<file path="src/rtl/rotl_pkg.sv">
package rotl_pkg;
    // Default geometry of the rotator
    localparam int ROT_W_DEF = 28;
    localparam int CTL_W_DEF = 4;
    // Bit k set means code k selects the one-place rotation (codes 15, 8, 1, 0)
    localparam logic [15:0] SHORT_SET_DEF = 16'h8103;
endpackage

</file>
<file path="src/rtl/rotl_dist_dec.sv">
module rotl_dist_dec #(
    parameter int CTL_W = rotl_pkg::CTL_W_DEF,
    parameter logic [(2**CTL_W)-1:0] SHORT_SET = rotl_pkg::SHORT_SET_DEF
) (
    input  logic [CTL_W-1:0] ctl,
    output logic             one_step_d
);
    // Mask lookup: one select line for the whole word
    always_comb begin
        one_step_d = SHORT_SET[ctl];
    end
endmodule

</file>
<file path="src/rtl/rotl_wiring.sv">
module rotl_wiring #(
    parameter int W = rotl_pkg::ROT_W_DEF
) (
    input  logic [W-1:0] din,
    input  logic         one_step,
    output logic [W-1:0] dout_d
);
    // Each output bit picks between the source one place below and two places below
    for (genvar i = 0; i < W; i++) begin : g_bit
        localparam int SRC1 = (i + W - 1) % W;
        localparam int SRC2 = (i + W - 2) % W;
        always_comb begin
            dout_d[i] = one_step ? din[SRC1] : din[SRC2];
        end
    end
endmodule

</file>
<file path="src/rtl/sel_rotl.sv">
module sel_rotl #(
    parameter int W = rotl_pkg::ROT_W_DEF,
    parameter int CTL_W = rotl_pkg::CTL_W_DEF,
    parameter logic [(2**CTL_W)-1:0] SHORT_SET = rotl_pkg::SHORT_SET_DEF
) (
    input  logic [W-1:0]     din,
    input  logic [CTL_W-1:0] ctl,
    output logic [W-1:0]     dout
);
    logic one_step_d;

    rotl_dist_dec #(
        .CTL_W     (CTL_W),
        .SHORT_SET (SHORT_SET)
    ) u_dec (
        .ctl        (ctl),
        .one_step_d (one_step_d)
    );

    rotl_wiring #(
        .W (W)
    ) u_wire (
        .din      (din),
        .one_step (one_step_d),
        .dout_d   (dout)
    );
endmodule

</file>
<file path="config.mk">
export PLATFORM = sky130hd
export DESIGN_NAME = sel_rotl
export DESIGN_NICKNAME = d
export VERILOG_FILES = /design/src/rtl/rotl_pkg.sv /design/src/rtl/rotl_dist_dec.sv /design/src/rtl/rotl_wiring.sv /design/src/rtl/sel_rotl.sv
export SDC_FILE = /design/constraint.sdc
export NUM_CORES = 1
export LEC_CHECK = 0
export ABC_CLOCK_PERIOD_IN_PS = 2400
export BUFFER_PORTS_ARGS = -buffer_cell sky130_fd_sc_hd__buf_2
export CAP_MARGIN = 20
export CORE_MARGIN = 2
export CORE_UTILIZATION = 42
export DETAILED_ROUTE_END_ITERATION = 10
export GPL_TIMING_DRIVEN = 0
export PLACE_DENSITY = 0.85
export SETUP_SLACK_MARGIN = 0.05
export SYNTH_ARGS = -nofsm -noshare
export SYNTH_HDL_FRONTEND = slang
export SYNTH_SLANG_ARGS = --single-unit
</file>
<file path="constraint.sdc">
create_clock -name vclk -period 2.4
set_clock_uncertainty 0.15 [all_clocks]
set_input_delay 0.48 -clock vclk [all_inputs]
set_output_delay 0.48 -clock vclk [all_outputs]
set_load 0.005 [all_outputs]
</file>
* Word-level counts from Yosys, hierarchy flattened
Memory sizes are Yosys's and may differ from the RTL's.
Cells that the tools add are included.
** Storage, ports and cells
- Flip-flop bits (word level) :: 0
- Memory bits (read-only) :: 16
- Bits of input ports :: 32
- Output and inout bits :: 28
- Logic and storage cells :: 31
- Memories :: 1
** Memories
- (name not given) :: depth 16, bits a word 1, rd ports 1, clocked after memory_dff 0, wr ports 0, line rotl_dist_dec.sv:10 : one_step_d = SHORT_SET[ctl];
** Operators by class
- Order comparisons :: 1
- Muxes and demuxes :: 29
** Operators with widths (count)
- $mux W1 :: 29
- $lt A4 B5 Y1 const B :: 1

* Longest topological paths before layout
Gate-level depths: netlist (run 1).
- Depth in word-level cells :: 3
- Gate-level depth with buffers :: 5
- Depth with buffers taken out :: 3

* By module
A second synthesis (run 1) with hierarchy kept.
** Unflattened totals
- Cells, all modules :: 34
- Area total of the unflattened synthesis :: 460.4 um^2
** Modules (own cells, without submodules)
- rotl_wiring :: times used 1, cells each 31, area each 441.7 um^2, sequential area each 0.0 um^2
- rotl_dist_dec :: times used 1, cells each 3, area each 18.8 um^2, sequential area each 0.0 um^2

* Worst setup path after synthesis (run 1)
OpenSTA, ideal clock, no wires.
- Kind :: in2out
- From :: in ctl[0]
- To :: out dout[0]
- Arrival :: 1.422 ns
- Required time :: 1.770 ns
- Slack :: 0.348 ns
- Stages on the path :: 5
- Buffers on the path :: 2
- Path through :: and2_4 or3_1 buf_6 buf_8 o221a_1
** Between the ends
- Longest elaborated chain between the ends :: 3
** RTL lines
- start, declared :: line sel_rotl.sv:7 : input logic [CTL_W-1:0] ctl,
- $mem_v2 Z16 W1
- $mux W1 (implied by the code) :: line rotl_dist_dec.sv:10
- $mux W1 :: line rotl_wiring.sv:13 : dout_d[i] = one_step ? din[SRC1] : din[SRC2];
- end, declared :: line sel_rotl.sv:8 : output logic [W-1:0] dout
No other way between the ends. The select of a mux whose other input is x is not followed.

* Final worst setup path (run 1)
- From :: in ctl[0]
- To :: out dout[13]
The elaborated chain is that of the path after synthesis.

==> results of run 1 <==
-- tightest hold or removal path, stage by stage --
cell	delay (ps)
buf_2	110
o221a_1	160
buf_2	100
-- synthesized netlist by cell type --
master / count
and3b_1: 28
nor2_1: 28
o21ai_0: 25
o221a_1: 20
o221a_2: 8
clkbuf_1: 7
buf_2: 5
buf_6: 3
o21ai_1: 3
buf_8: 2
and2_4: 1
nand4_1: 1
o21ai_2: 1
or3_1: 1
-- area by class of cell --
cell class	count	share of cell area (%)
Buffer	17	9.50
Multi-Input combinational cell	116	63.8
Tap cell	28	2.63
Timing Repair Buffer	63	24.1
-- what timing repair did --
| item | CTS | global route |
|---|---|---|
| gates resized for setup | 1 | 11 |
| pin swaps | 0 | 6 |
| endpoints found under the setup margin | 4 | 20 |
| buffers inserted | 0 | 2 |
| endpoints found under the hold margin | 0 | 0 |
| gates cloned | 0 | 1 |
-- stage by stage --
step / instances / setup slack [ps] / area (sq um)
finish: 224 / 74.6 / 1330
global placement: 221 / 68.7 / 1290
global route: 224 / 36.8 / 1330
detailed placement: 221 / 47.3 / 1290
floorplan: 133 / 348 / 951
CTS: 221 / 48.5 / 1290
-- routing by layer --
layer	track usage, %	up-vias	routed length, um
met5	0	-	0
met4	0.877	0	0
met1	32.1	634	1350
met3	0	0	139
met2	34.8	35	1470
li1	-	655	-
-- where the power goes --
group	switching [mW]	internal [mW]	total (mW)
clock network	0	0	0
registers	0	0	0
logic	0.119	0.138	0.258
total	0.119	0.138	0.258
-- logic make-up (layout without fill, tap and decap cells) --
group                  count (synthesis)  count (layout)
buffers and inverters                 17              80
AND/OR/NAND/NOR                       59              59
AO/OA/AOI/OAI                         57              57
-- final timing paths --
check / startpoint / endpoint / depth (start not counted)
min: din[17] / dout[18] / 3
max: ctl[0] / dout[13] / 7
-- layout by cell type (no fill, tap or decap), drive strengths merged --
cell    synthesis  routed
nand4           1       1
clkbuf          7      10
o21ai          29      29
or3             1       1
o221a          28      28
and2            1       1
nor2           28      28
and3b          28      28
buf            10      70
==> impl_metrics.py, run 1 <==
metrics = {
    "synthesis": {
        "synth.mux.area_fraction_pct": 0,
        "ys_seq_area_share_pct": 0,
        "yosys.area.top_type": "and3b_1",
        "yosys.area_share.simple_pct": 39.1,
        "synthesis.nets": 165,
        "syn_area_sq_um": 951,
        "synth_compound_area_share_pct": 48.8,
        "synth.area.top_cells": "and3b_1, o221a_1, o21ai_0",
        "synth_cell_types": 14,
        "netlist_instances": 133,
        "synthDominantCellAreaShare_pct": 25.8,
        "synth_xor_area_share_pct": 0,
        "synth_top_family_by_area": "compound AO/OA/AOI/OAI gates",
        "synth_area_per_cell_sq_um": 7.15,
        "yosys.area_share.adder_pct": 0,
        "ys_warn_count": 0,
    },
    "die": {
        "initial_core_util_pct": 43.8,
        "core_area_sq_mm": 0.00217,
        "die_w_um": 51.6,
        "io_pins": 60,
        "die-area_sq_mm": 0.00266,
        "die_y_um": 51.6,
        "num_rows": 17,
    },
    "layout": {
        "ff_latch_area_sq_um": 0,
        "antenna_cells": 0,
        "n_fill_cell": 223,
        "finalNetCount": 230,
        "n_clock_buffer": 0,
        "final_core_utilization_pct": 61.3,
        "area_growth_pct": 39.9,
        "drive_above_1_share_pct": 44.4,
        "nFlopsAndLatches": 0,
        "multiInputGateArea_sq_um": 848,
    },
    "placement": {
        "routabilityCongestion": 0.815,
        "port_buffers": 60,
        "hpwl_mm": 2.15,
    },
    "grt": {
        "antenna_found_initial": 0,
        "grt_pass1_vias": 1060,
        "grt_pass1_wl_mm": 4.69,
        "track_usage_pct": 21.1,
        "grt_max_degree": 11,
        "grt.overflow.total": 0,
    },
    "sta": {
        "period_share_pct": 96.9,
        "rsz0062_at_grt": "true",
        "tns_ps": 0,
        "finalCriticalPeriod_ps": 2330,
        "fin_hold_ws_ps": 1180,
        "max_slew_margin_pct": 77.6,
        "max_freq_mhz": 430,
        "drv_slew": 0,
        "tightest_slew_ps": 336,
        "finalHoldViolations": 0,
        "setup_viol_count_final": 0,
    },
    "route": {
        "vias": 1324,
        "drc": 0,
        "drt_pre_antenna_iters": 4,
        "first_iter_violations": 24,
        "via_per_inst": 5.91,
        "wirelength_mm": 2.96,
        "wl_per_cell_um": 13.2,
        "final_antenna_net_count": 0,
    },
    "worst_setup_path": {
        "path_cells": "buf_2 -> and2_4 -> or3_4 -> buf_6 -> buf_8 -> o221a_1 -> buf_2",
        "worstPathArrival_ps": 1700,
        "path_class": "in -> out",
        "critPathCaptureType": "primary output",
        "cp-start-kind": "input pin",
        "cp.required_ps": 1770,
        "crit_path_max_fanout": 10,
        "cp_top_family": "buffers and inverters",
        "crit_buf_inv": 4,
        "cp_slowest_cell": "or3_4",
        "cpPeakStageDelay_ps": 330,
        "crit_path_frequent_cell": "buf_2",
    },
    "power": {
        "pwr_density_cell_mw_per_mm2": 194,
        "p_leak_nw": 0.674,
        "ir_worst_vdd_mv": 0.0956,
        "power_uw": 258,
    },
    "min_path": {
        "hp-class": "in -> out",
    },
    "clock_tree": {
        "ctsHoldBuffers": 0,
    },
    "flow_run": {
        "cap_violations": 0,
    },
    "status": {
        "status": "completed",
    },
}
No activity file was read; power rests on OpenSTA's default activity.
==> inputs of run 2 (changes only) <==
GPL_ROUTABILITY_DRIVEN = 0   (was default)
PLACE_DENSITY = 0.79   (was 0.85)
==> run 2 against run 1 <==
  * Sequential share of layout area unchanged
  * Utilization up 0.40 points
  * Die area unchanged
  * First-iteration DRC count up 8.3%
  * Cell area up 0.66%
  * Critical path type unchanged
==> impl_metrics.py, run 2 (synthesis results as in run 1) <==
metrics = {
    "layout": {
        "nFlopsAndLatches": 0,
        "ff_latch_area_sq_um": 0,
        "finalNetCount": 230,
        "layout_common_cells": "buf_2, nor2_1, and3b_1",
        "drive_above_1_share_pct": 44.4,
        "final_common_cell": "buf_2",
        "n_clock_buffer": 0,
        "area_growth_pct": 40.8,
        "antenna_cells": 0,
        "final_core_utilization_pct": 61.7,
    },
    "min_path": {
        "min_path_cells": 3,
        "hp-class": "in -> out",
        "min_from": "din[7]",
        "holdPathEnd": "dout[8]",
    },
    "power": {
        "pwr_density_cell_mw_per_mm2": 193,
        "ir_worst_vdd_mv": 0.0997,
        "power_uw": 258,
        "p_leak_nw": 0.682,
    },
    "route": {
        "first_iter_violations": 26,
        "drc": 0,
        "drt_pre_antenna_iters": 4,
        "wl_per_cell_um": 13.0,
        "wirelength_mm": 2.90,
        "final_antenna_net_count": 0,
        "vias": 1305,
        "via_per_inst": 5.83,
    },
    "clock_tree": {
        "ctsHoldBuffers": 0,
    },
    "grt": {
        "grt_pass1_vias": 1151,
        "grt_max_degree": 11,
        "grt_pass1_wl_mm": 4.61,
        "grt.overflow.total": 0,
        "track_usage_pct": 20.8,
        "antenna_found_initial": 0,
    },
    "worst_setup_path": {
        "cp-start-kind": "input pin",
        "cp.required_ps": 1770,
        "path_class": "in -> out",
        "cp_slowest_cell": "or3_1",
        "crit_path_max_fanout": 10,
        "critPathCaptureType": "primary output",
        "path_cells": "buf_2 -> and2_4 -> or3_1 -> buf_6 -> buf_8 -> o221a_1 -> buf_2",
        "cpPeakStageDelay_ps": 310,
        "worstPathArrival_ps": 1680,
        "crit_path_frequent_cell": "buf_2",
    },
    "placement": {
        "port_buffers": 60,
        "hpwl_mm": 2.18,
    },
    "die": {
        "initial_core_util_pct": 43.8,
        "num_rows": 17,
        "die-area_sq_mm": 0.00266,
        "die_w_um": 51.6,
        "core_area_sq_mm": 0.00217,
        "die_y_um": 51.6,
        "io_pins": 60,
    },
    "sta": {
        "drv_slew": 0,
        "tightest_slew_ps": 335,
        "finalCriticalPeriod_ps": 2310,
        "tns_ps": 0,
        "max_slew_margin_pct": 77.6,
        "max_freq_mhz": 432,
        "finalHoldViolations": 0,
        "period_share_pct": 96.4,
        "rsz0062_at_grt": "false",
        "setup_viol_count_final": 0,
    },
    "flow_run": {
        "cap_violations": 0,
    },
    "status": {
        "status": "completed",
    },
}
==> run 2: changes by cell type in the layout (fill, tap and decap cells not counted), sizes merged <==
cell / change
buf: +1
clkbuf: -1
==> run 2: critical path, delay by kind of cell <==
family          cells  cell delay [ps]
buf+inv             4              520
simple gates        2              460
compound gates      1              230
==> run 2: cell type report <==
| class | instances | area (sq um) |
|---|---|---|
| timing repair buffer | 63 | 335 |
| multi-input combinational | 116 | 843 |
| buffer | 17 | 125 |
| tap | 28 | 35.0 |
| fill | 204 | 831 |
==> run 2: how the worst max path moves through the flow <==
stage | startpoint | to
floorplan | ctl[0] | dout[0]
global placement | ctl[0] | dout[14]
detailed placement | ctl[0] | dout[13]
CTS | ctl[0] | dout[1]
global route | ctl[2] | dout[5]
finish | ctl[0] | dout[13]
==> run 2: stage by stage <==
stage          worst slack, ps  instance area, sq um  instances  hold WS, ps
6_report                  87.1                  1340        224         1180
4_1_cts                   61.3                  1290        221         1180
3_3_place_gp              72.5                  1290        221         1180
3_5_place_dp              37.0                  1290        221         1180
2_1_floorplan              348                   951        133          974
5_1_grt                   51.6                  1340        224         1210
==> run 2: layer usage <==
layer / vias to the layer above / wire length [um] / track usage, %
li1: 657 / - / -
met1: 592 / 1310 / 28.1
met2: 54 / 1400 / 37.8
met3: 2 / 179 / 0
met4: 0 / 7 / 3.07
met5: - / 0 / 0
==> run 2: report_power, final <==
part,leakage (nW),switching [mW],internal (mW)
Clock,0,0,0
Sequential,0,0,0
Combinational,0.682,0.118,0.140
==> run 2: repair_timing <==
action                                  CTS  global route
resized for setup                         2             7
setup buffers                             0             3
pin swaps                                 0             1
endpoints found under the setup margin    5            20
==> inputs of run 3 (changes only) <==
ABC_CLOCK_PERIOD_IN_PS = 2900   (was 2400)
CELL_PAD_IN_SITES_DETAIL_PLACEMENT = 1   (was default)
CELL_PAD_IN_SITES_GLOBAL_PLACEMENT = 1   (was default)
CORE_UTILIZATION = 32   (was 42)
PLACE_DENSITY = default   (was 0.79)
PLACE_DENSITY_LB_ADDON = 0.1   (was default)
clock period = 2.9 ns   (was 2.4 ns; I/O delays follow)
==> run 3 against run 2 <==
  * Count of clock-buffer cells in the layout unchanged
  * Via count is 0.61% higher
  * Sequential share of layout area did not move
  * Sequential cell count unchanged
  * Hold slack gained 210 ps
  * Worst setup slack better by 170 ps
  * Global-route usage shrank 0.57 points
==> impl_metrics.py, run 3 (synthesis results as in run 1) <==
metrics = {
    "layout": {
        "antenna_cells": 0,
        "area_growth_pct": 35.7,
        "final_common_cell": "buf_2",
        "nFlopsAndLatches": 0,
        "multiInputGateArea_sq_um": 836,
        "n_fill_cell": 394,
        "n_clock_buffer": 0,
        "ff_latch_area_sq_um": 0,
        "fin_cells": 224,
        "final_core_utilization_pct": 46.4,
        "finalNetCount": 227,
        "drive_above_1_share_pct": 41.5,
        "layout_common_cells": "buf_2, nor2_1, and3b_1",
    },
    "sta": {
        "tns_ps": 0,
        "setup_viol_count_final": 0,
        "max_slew_margin_pct": 68.4,
        "fin_hold_ws_ps": 1380,
        "drv_slew": 0,
        "layout_setup_ws_ps": 256,
        "period_share_pct": 91.2,
        "max_freq_mhz": 378,
        "finalHoldViolations": 0,
        "rsz0062_at_grt": "false",
        "finalCriticalPeriod_ps": 2640,
        "tightest_slew_ps": 474,
    },
    "grt": {
        "grt_max_degree": 11,
        "antenna_found_initial": 0,
        "track_usage_pct": 20.2,
        "grt_pass1_wl_mm": 5.79,
        "grt_pass1_vias": 1242,
        "grt.overflow.total": 0,
    },
    "route": {
        "first_iter_violations": 47,
        "vias": 1313,
        "drc": 0,
        "wirelength_mm": 3.44,
        "final_antenna_net_count": 0,
        "drt_pre_antenna_iters": 4,
        "wl_per_cell_um": 15.4,
        "via_per_inst": 5.86,
    },
    "status": {
        "status": "completed",
    },
    "placement": {
        "port_buffers": 60,
        "dp_slack_ps": 252,
        "dp.cells": 224,
        "hpwl_mm": 2.61,
    },
    "worst_setup_path": {
        "cp.required_ps": 2170,
        "crit_path_max_fanout": 10,
        "critPathCaptureType": "primary output",
        "path_class": "in -> out",
        "worstPathArrival_ps": 1910,
        "cp-start-kind": "input pin",
    },
    "power": {
        "ir_worst_vdd_mv": 0.0794,
        "combPwrFrac_pct": 100.0,
        "p_leak_nw": 0.647,
        "pwr-share-clk_pct": 0,
        "intPower_uw": 109,
        "pwr_density_cell_mw_per_mm2": 162,
        "netSwitchingFraction_pct": 47.9,
        "p_sw_uw": 100,
        "power_frac_seq_pct": 0,
    },
    "die": {
        "io_pins": 60,
        "die_w_um": 58.5,
        "die_y_um": 58.5,
        "initial_core_util_pct": 34.2,
        "die-area_sq_mm": 0.00342,
        "core_area_sq_mm": 0.00278,
        "num_rows": 19,
    },
    "clock_tree": {
        "ctsHoldBuffers": 0,
        "post_cts_resized": 0,
        "cts_setup_buffers": 0,
    },
    "flow_run": {
        "cap_violations": 0,
    },
    "min_path": {
        "hp-class": "in -> out",
    },
}
run 3: cell count changes in the layout (fill, tap and decap cells not counted), moves of 2 or more:
cell	previous run	this run
buf_4	2	0
clkbuf_2	4	0
buf_2	63	65
clkbuf_1	3	7
clkbuf_4	2	0
run 3: per-layer routing:
| layer | vias up | part of all wire [%] | track usage (%) |
|---|---|---|---|
| li1 | 651 | - | - |
| met1 | 623 | 49 | 28.4 |
| met2 | 37 | 46 | 35.6 |
| met3 | 2 | 4.6 | 0.659 |
| met4 | 0 | 0.52 | 1.66 |
| met5 | - | 0 | 0 |
run 3: final timing paths:
check | from | to | slack (ps) | depth (start not counted)
min | din[19] | dout[20] | 1380 | 3
max | ctl[0] | dout[14] | 260 | 7
run 3: per-stage QoR:
| stage | instance area [sq um] | total power [mW] |
|---|---|---|
| 2_1_floorplan | 951 | 0.117 |
| 3_3_place_gp | 1290 | 0.202 |
| 3_5_place_dp | 1290 | 0.209 |
| 4_1_cts | 1290 | 0.211 |
| 5_1_grt | 1290 | 0.232 |
| 6_report | 1290 | 0.209 |
run 3: layout make-up:
type,count,share of cell area [%]
Buffer,17,8.92
Multi-Input combinational cell,116,64.8
Tap cell,31,3.01
Timing Repair Buffer,60,23.3
run 3: critical path, cell delays in order:
cell      delay, ps
buf_2            90
and2_4          130
clkbuf_1        300
clkbuf_1        350
o21ai_0         180
o221a_1         150
buf_2           130
run 3: power groups by stage:
stage                     sequential [mW]  clock (mW)  combinational (mW)
after detailed placement                0           0               0.209
after CTS                               0           0               0.211
after global placement                  0           0               0.202
final                                   0           0               0.209
after global routing                    0           0               0.232
after floorplan                         0           0               0.117
